### config.mk
export PLATFORM = sky130hd
export DESIGN_NAME = multi_view_regfile
export DESIGN_NICKNAME = d
export VERILOG_FILES = /design/src/rtl/mvrf_pkg.sv /design/src/rtl/rf_read_view.sv /design/src/rtl/rf_store.sv /design/src/rtl/multi_view_regfile.sv
export SDC_FILE = /design/constraint.sdc
export NUM_CORES = 1
export LEC_CHECK = 0
export BUFFER_PORTS_ARGS = -buffer_cell sky130_fd_sc_hd__buf_2
export CAP_MARGIN = 25
export CORE_UTILIZATION = 51
export CTS_CLUSTER_SIZE = 16
export DETAILED_ROUTE_END_ITERATION = 8
export MAX_ROUTING_LAYER = met4
export PLACE_DENSITY = 0.72
export SLEW_MARGIN = 10
export SYNTH_ARGS = -nofsm -noshare
export SYNTH_HDL_FRONTEND = slang
export SYNTH_SLANG_ARGS = --single-unit
### constraint.sdc
create_clock -name clk -period 2.9 [get_ports clk]
set_clock_uncertainty 0.15 [all_clocks]
set_input_delay 0.435 -clock clk [delete_from_list [all_inputs] [get_ports clk]]
set_output_delay 0.435 -clock clk [all_outputs]
set_load 0.05 [all_outputs]
### src/rtl/mvrf_pkg.sv
package mvrf_pkg;
  localparam int NREG  = 6;
  localparam int IDX_W = 3;
  localparam int SEL_W = 4;

  typedef enum logic [1:0] {
    SZ_BYTE = 2'd0,
    SZ_WORD = 2'd1,
    SZ_LONG = 2'd2,
    SZ_RSVD = 2'd3
  } size_e;

  typedef struct packed {
    logic             legal;
    size_e            kind;
    logic             high;
    logic [IDX_W-1:0] lo;
    logic [IDX_W-1:0] hi;
  } view_t;

  // pair index -> upper member; the lower member is the index itself
  function automatic logic [IDX_W-1:0] pair_upper(input logic [IDX_W-1:0] lo);
    case (lo)
      3'd0:    return 3'd2;
      3'd1:    return 3'd3;
      3'd4:    return 3'd5;
      default: return 3'd0;
    endcase
  endfunction

  function automatic logic pair_ok(input logic [IDX_W-1:0] lo);
    return (lo == 3'd0) || (lo == 3'd1) || (lo == 3'd4);
  endfunction

  function automatic view_t view_decode(input logic [SEL_W-1:0] sel,
                                        input logic [1:0]       size);
    view_t v;
    v      = '0;
    v.kind = size_e'(size);
    v.high = sel[SEL_W-1];
    case (v.kind)
      SZ_BYTE: v.legal = (sel[IDX_W-1:1] == '0);
      SZ_WORD: v.legal = (sel[IDX_W-1:0] < IDX_W'(NREG));
      SZ_LONG: v.legal = pair_ok(sel[IDX_W-1:0]);
      default: v.legal = 1'b0;
    endcase
    if (v.legal) begin
      v.lo = sel[IDX_W-1:0];
      if (v.kind == SZ_LONG) v.hi = pair_upper(sel[IDX_W-1:0]);
    end
    return v;
  endfunction
endpackage

### src/rtl/rf_read_view.sv
module rf_read_view
  import mvrf_pkg::*;
#(
  parameter int WORD_W = 16
) (
  input  logic                            clk,
  input  logic                            rst,
  input  logic [SEL_W-1:0]                sel,
  input  logic [1:0]                      size,
  input  logic [NREG-1:0][WORD_W-1:0]     regs,
  output logic [2*WORD_W-1:0]             data,
  output logic                            illegal
);
  localparam int BYTE_W = WORD_W / 2;
  localparam int LONG_W = 2 * WORD_W;

  view_t v;
  logic  rd_byte_evt;

  assign v           = view_decode(sel, size);
  assign illegal     = !v.legal;
  assign rd_byte_evt = v.legal && (v.kind == SZ_BYTE);

  always_comb begin
    data = '0;
    if (v.legal) begin
      case (v.kind)
        SZ_BYTE: data[BYTE_W-1:0] = v.high ? regs[v.lo][WORD_W-1:BYTE_W]
                                           : regs[v.lo][BYTE_W-1:0];
        SZ_WORD: data[WORD_W-1:0] = regs[v.lo];
        SZ_LONG: data             = {regs[v.hi], regs[v.lo]};
        default: data             = '0;
      endcase
    end
  end

  AST_RD_BYTE_ZEXT: assert property (@(posedge clk) disable iff (rst)
    rd_byte_evt |-> (data[LONG_W-1:BYTE_W] == '0));
  AST_RD_ILLEGAL_ZERO: assert property (@(posedge clk) disable iff (rst)
    illegal |-> (data == '0));
endmodule

### src/rtl/rf_store.sv
module rf_store
  import mvrf_pkg::*;
#(
  parameter int WORD_W = 16
) (
  input  logic                        clk,
  input  logic                        rst,
  input  logic                        wr_en,
  input  logic [SEL_W-1:0]            wr_sel,
  input  logic [1:0]                  wr_size,
  input  logic [2*WORD_W-1:0]         wr_data,
  output logic [NREG-1:0][WORD_W-1:0] regs,
  output logic                        wr_illegal
);
  localparam int BYTE_W = WORD_W / 2;
  localparam int LONG_W = 2 * WORD_W;

  view_t v;
  logic  wr_fire, wr_byte, wr_long, wr_reject;

  assign v          = view_decode(wr_sel, wr_size);
  assign wr_fire    = wr_en && v.legal;
  assign wr_byte    = wr_fire && (v.kind == SZ_BYTE);
  assign wr_long    = wr_fire && (v.kind == SZ_LONG);
  assign wr_reject  = wr_en && !v.legal;
  assign wr_illegal = wr_reject;

  always_ff @(posedge clk) begin
    if (rst) begin
      regs <= '0;
    end else if (wr_fire) begin
      case (v.kind)
        SZ_BYTE: begin
          if (v.high) regs[v.lo][WORD_W-1:BYTE_W] <= wr_data[BYTE_W-1:0];
          else        regs[v.lo][BYTE_W-1:0]      <= wr_data[BYTE_W-1:0];
        end
        SZ_WORD: regs[v.lo] <= wr_data[WORD_W-1:0];
        SZ_LONG: begin
          regs[v.lo] <= wr_data[WORD_W-1:0];
          regs[v.hi] <= wr_data[LONG_W-1:WORD_W];
        end
        default: ;
      endcase
    end
  end

  AST_RESET_CLEARS: assert property (@(posedge clk)
    rst |=> (regs == '0));
  AST_ILLEGAL_NO_WRITE: assert property (@(posedge clk) disable iff (rst)
    wr_reject |=> $stable(regs));

  for (genvar gi = 0; gi < 2; gi++) begin : g_byte_chk
    AST_BYTE_KEEPS_HIGH: assert property (@(posedge clk) disable iff (rst)
      (wr_byte && !v.high && v.lo == IDX_W'(gi)) |=> $stable(regs[gi][WORD_W-1:BYTE_W]));
    AST_BYTE_KEEPS_LOW: assert property (@(posedge clk) disable iff (rst)
      (wr_byte && v.high && v.lo == IDX_W'(gi)) |=> $stable(regs[gi][BYTE_W-1:0]));
  end

  for (genvar gr = 0; gr < NREG; gr++) begin : g_pair_chk
    AST_PAIR_LOWER: assert property (@(posedge clk) disable iff (rst)
      (wr_long && v.lo == IDX_W'(gr)) |=> (regs[gr] == $past(wr_data[WORD_W-1:0])));
    AST_PAIR_UPPER: assert property (@(posedge clk) disable iff (rst)
      (wr_long && v.hi == IDX_W'(gr)) |=> (regs[gr] == $past(wr_data[LONG_W-1:WORD_W])));
  end
endmodule

### src/rtl/multi_view_regfile.sv
module multi_view_regfile
  import mvrf_pkg::*;
#(
  parameter int WORD_W = 16
) (
  input  logic                clk,
  input  logic                rst,
  input  logic [3:0]          rd_a_sel,
  input  logic [1:0]          rd_a_size,
  output logic [2*WORD_W-1:0] rd_a_data,
  output logic                rd_a_illegal,
  input  logic [3:0]          rd_b_sel,
  input  logic [1:0]          rd_b_size,
  output logic [2*WORD_W-1:0] rd_b_data,
  output logic                rd_b_illegal,
  input  logic                wr_en,
  input  logic [3:0]          wr_sel,
  input  logic [1:0]          wr_size,
  input  logic [2*WORD_W-1:0] wr_data,
  output logic                wr_illegal
);
  localparam int NRD    = 2;
  localparam int LONG_W = 2 * WORD_W;

  logic [NREG-1:0][WORD_W-1:0] regs;
  logic [NRD-1:0][SEL_W-1:0]   rsel;
  logic [NRD-1:0][1:0]         rsize;
  logic [NRD-1:0][LONG_W-1:0]  rdata;
  logic [NRD-1:0]              rill;

  assign rsel[0]  = rd_a_sel;
  assign rsel[1]  = rd_b_sel;
  assign rsize[0] = rd_a_size;
  assign rsize[1] = rd_b_size;

  rf_store #(.WORD_W(WORD_W)) u_store (
    .clk        (clk),
    .rst        (rst),
    .wr_en      (wr_en),
    .wr_sel     (wr_sel),
    .wr_size    (wr_size),
    .wr_data    (wr_data),
    .regs       (regs),
    .wr_illegal (wr_illegal)
  );

  for (genvar gp = 0; gp < NRD; gp++) begin : g_rd
    rf_read_view #(.WORD_W(WORD_W)) u_view (
      .clk     (clk),
      .rst     (rst),
      .sel     (rsel[gp]),
      .size    (rsize[gp]),
      .regs    (regs),
      .data    (rdata[gp]),
      .illegal (rill[gp])
    );
  end

  assign rd_a_data    = rdata[0];
  assign rd_b_data    = rdata[1];
  assign rd_a_illegal = rill[0];
  assign rd_b_illegal = rill[1];
endmodule

==> flow_summary.json <==
{
  "fin_ws_ns": -0.0712,
  "drtPass1Iterations": 7,
  "setup_viol": 2,
  "cp_data_arrival_time_ns": 2.39,
  "dp_hpwl_mm": 32.0,
  "drc": 0,
  "hold_start": "wr_data[23]",
  "cts_tree": "done",
  "tightest_slew_ns": 0.814,
  "synth_top_area_share_pct": 19.5,
  "viasPerCell": 7.12,
  "synth_edf_count": 0,
  "cts_buffers": 9,
  "syn_nets": 1336,
  "wl_mm": 43.7,
  "crit_required_ns": 2.32,
  "htreeDepth": 3,
  "outcome": "finished, violations left",
  "violations": "negative setup slack",
  "grt_pass1_vias": 11200,
  "crit_type": "in2out",
  "dieArea_mm2": 0.0199,
  "final_util_pct": 72.5,
  "drv_cap": 0,
  "grt_use_total_pct": 43.6,
  "grt_start_max_net_pins": 48,
  "cpMaxStageDelayCell": "buf_4",
  "report.final.slew_viol_count": 0,
  "clock_latency_ns": 0.35,
  "yosys.area.top_type": "dfxtp_1",
  "ant_nets": 0,
  "num_vias": 12300,
  "reg2reg_slack_ns": 1.33,
  "synth_area_mm2": 0.00987,
  "cts.reportedPaths.clkPinSlew_ns": 0.07,
  "grt_pass1_wl_mm": 65.5,
  "yosysSeqAreaShare_pct": 19.5,
  "drive_above_1_share_pct": 38.3,
  "ys.warnings.count": 0,
  "setup_tns_ns": -0.105,
  "cpPeakStageDelay_ns": 0.24,
  "holdBufCountCts": 0,
  "cp_max_fo": 4,
  "powerDensity_mw_per_mm2": 287,
  "rows": 50,
  "critical_path.top_delay_family": "buffers and inverters",
  "p_leak_nw": 4.90,
  "antenna_cells": 0,
  "final_hold_viol_count": 0,
  "max-vdd-ir-drop_mv": 0.298,
  "hold_path.class": "in2reg",
  "whs_path_depth": 3,
  "finalPower_mw": 3.92,
  "initial_utilization_pct": 52.4,
  "path_cells": "buf_12, inv_8, buf_6, ha_4, a21bo_4, o31a_1, buf_6, nor3_2, o311ai_1, buf_4, a21oi_1, buf_4",
  "gp_congestion": 1.01,
  "ios": 120,
  "yosysMostFrequentCell": "dfxtp_1",
  "finalHoldWorstSlack_ns": 0.267,
  "die_w_um": 141,
  "area.growth.synth_to_final_pct": 38.3,
  "grt.overflow.total": 0,
  "synth_cell_types": 84,
  "synthTopCellsByArea": "dfxtp_1 (19%), mux2_2 (6.8%), mux2i_1 (6.5%)",
  "clock_sinks": 96,
  "postSynthCellCount": 1271,
  "fin_nets": 1527,
  "wl_per_cell_um": 25.3,
  "die_y_um": 141,
  "core_area_mm2": 0.0188,
  "avgSynthCellArea_um2": 7.77,
  "portBuffers": 119,
  "ys_top_cells_by_count": "dfxtp_1 (96), o21ai_0 (88), nand2_1 (83), a21oi_1 (77), nor2_1 (75)",
  "async_flop_share_pct": 0,
  "drt_iter0_drc": 1649,
  "rsz0062_at_grt": "true",
  "cp-start-kind": "input port",
  "cts_buffer_depth": 2,
  "cp_num_buf_inv": 6,
  "period_share_pct": 102,
  "worst_setup_path_end_kind": "primary output",
  "fmaxAchievable_mhz": 337,
  "cts_root_buf": "clkbuf_16",
  "layout_min_cycle_time_ns": 2.97,
  "rr_worst_depth": 4,
  "ys_ff_latch": 96,
  "synthFlopType": "dfxtp_1",
  "slew_headroom_pct": 45.5,
  "antenna_found_initial": 1
}
==> what timing repair did <==
action,4_1_cts,5_1_grt
resized for setup,96,140
endpoints found under the setup margin,40,61
buffers inserted,4,7
pin swaps,22,28
cloned,1,6
==> cells by family (layout without fill, tap and decap cells) <==
kind of cell    Yosys count  count (layout)  share of synthesized area (%)
compound gates          570             570                           42.3
mux                     126             126                           13.6
simple gates            315             315                           16.3
buf+inv                 150             345                           6.68
flops                    96              96                           19.5
xor+xnor                  2               2                          0.177
fa+ha+maj                12              12                           1.52
==> cell usage in the layout (no fill, tap or decap), types with 22 or more instances in the layout <==
master,synthesis,routed
o21ai_0,88,78
buf_6,4,45
buf_4,5,164
buf_2,38,65
a211oi_1,37,30
o22ai_1,33,22
o31ai_1,39,27
a22oi_1,69,69
nor2_1,75,58
nand2_1,83,81
nand3_1,44,43
mux2i_1,64,61
dfxtp_1,96,96
a21oi_1,77,70
mux2_2,60,60
==> power breakdown <==
group	internal, mW	switching [mW]
Clock	0.696	0.546
Sequential	1.34	0.0559
Combinational	0.481	0.795
==> worst register-to-register path, stage by stage (launching register included) <==
cell and delay, ns:
dfxtp_1 0.51, buf_4 0.25, nand3_1 0.10, a31o_2 0.25
a311oi_1 0.23
==> layer usage <==
| layer | routed length, um | global-route usage [%] |
|---|---|---|
| met3 | 5530 | 9.00 |
| met1 | 17300 | 57.9 |
| met5 | 0 | - |
| met4 | 1850 | 16.0 |
| met2 | 19100 | 64.8 |
==> cell type report <==
type / instances / area (um^2)
Clock buffer: 10 / 239
Inverter: 24 / 103
Tap cell: 260 / 325
Multi-Input combinational cell: 1025 / 8370
Clock inverter: 5 / 63.8
Fill cell: 1486 / 5170
Timing Repair Buffer: 306 / 2630
Sequential cell: 96 / 1920
==> worst max-delay path by stage <==
stage	start	to	slack [ns]	cells after the start
floorplan	rd_b_size[0]	rd_b_data[28]	-0.39	7
global placement	rd_b_size[1]	rd_b_data[2]	-0.30	10
detailed placement	rd_b_size[1]	rd_b_data[0]	-0.33	10
CTS	rd_b_size[1]	rd_b_data[0]	-0.01	11
global route	rd_b_size[1]	rd_b_data[4]	-0.11	11
finish	rd_b_size[1]	rd_b_data[0]	-0.07	12
==> metrics by stage <==
step                cells  worst slack (ns)  instance area, um^2
finish               1726           -0.0712                13700
global placement     1691            -0.298                12300
global route         1726            -0.111                13700
detailed placement   1692            -0.332                12300
CTS                  1712           -0.0132                13000
floorplan            1271            -0.388                10500
(Power assumes the default switching activity.)
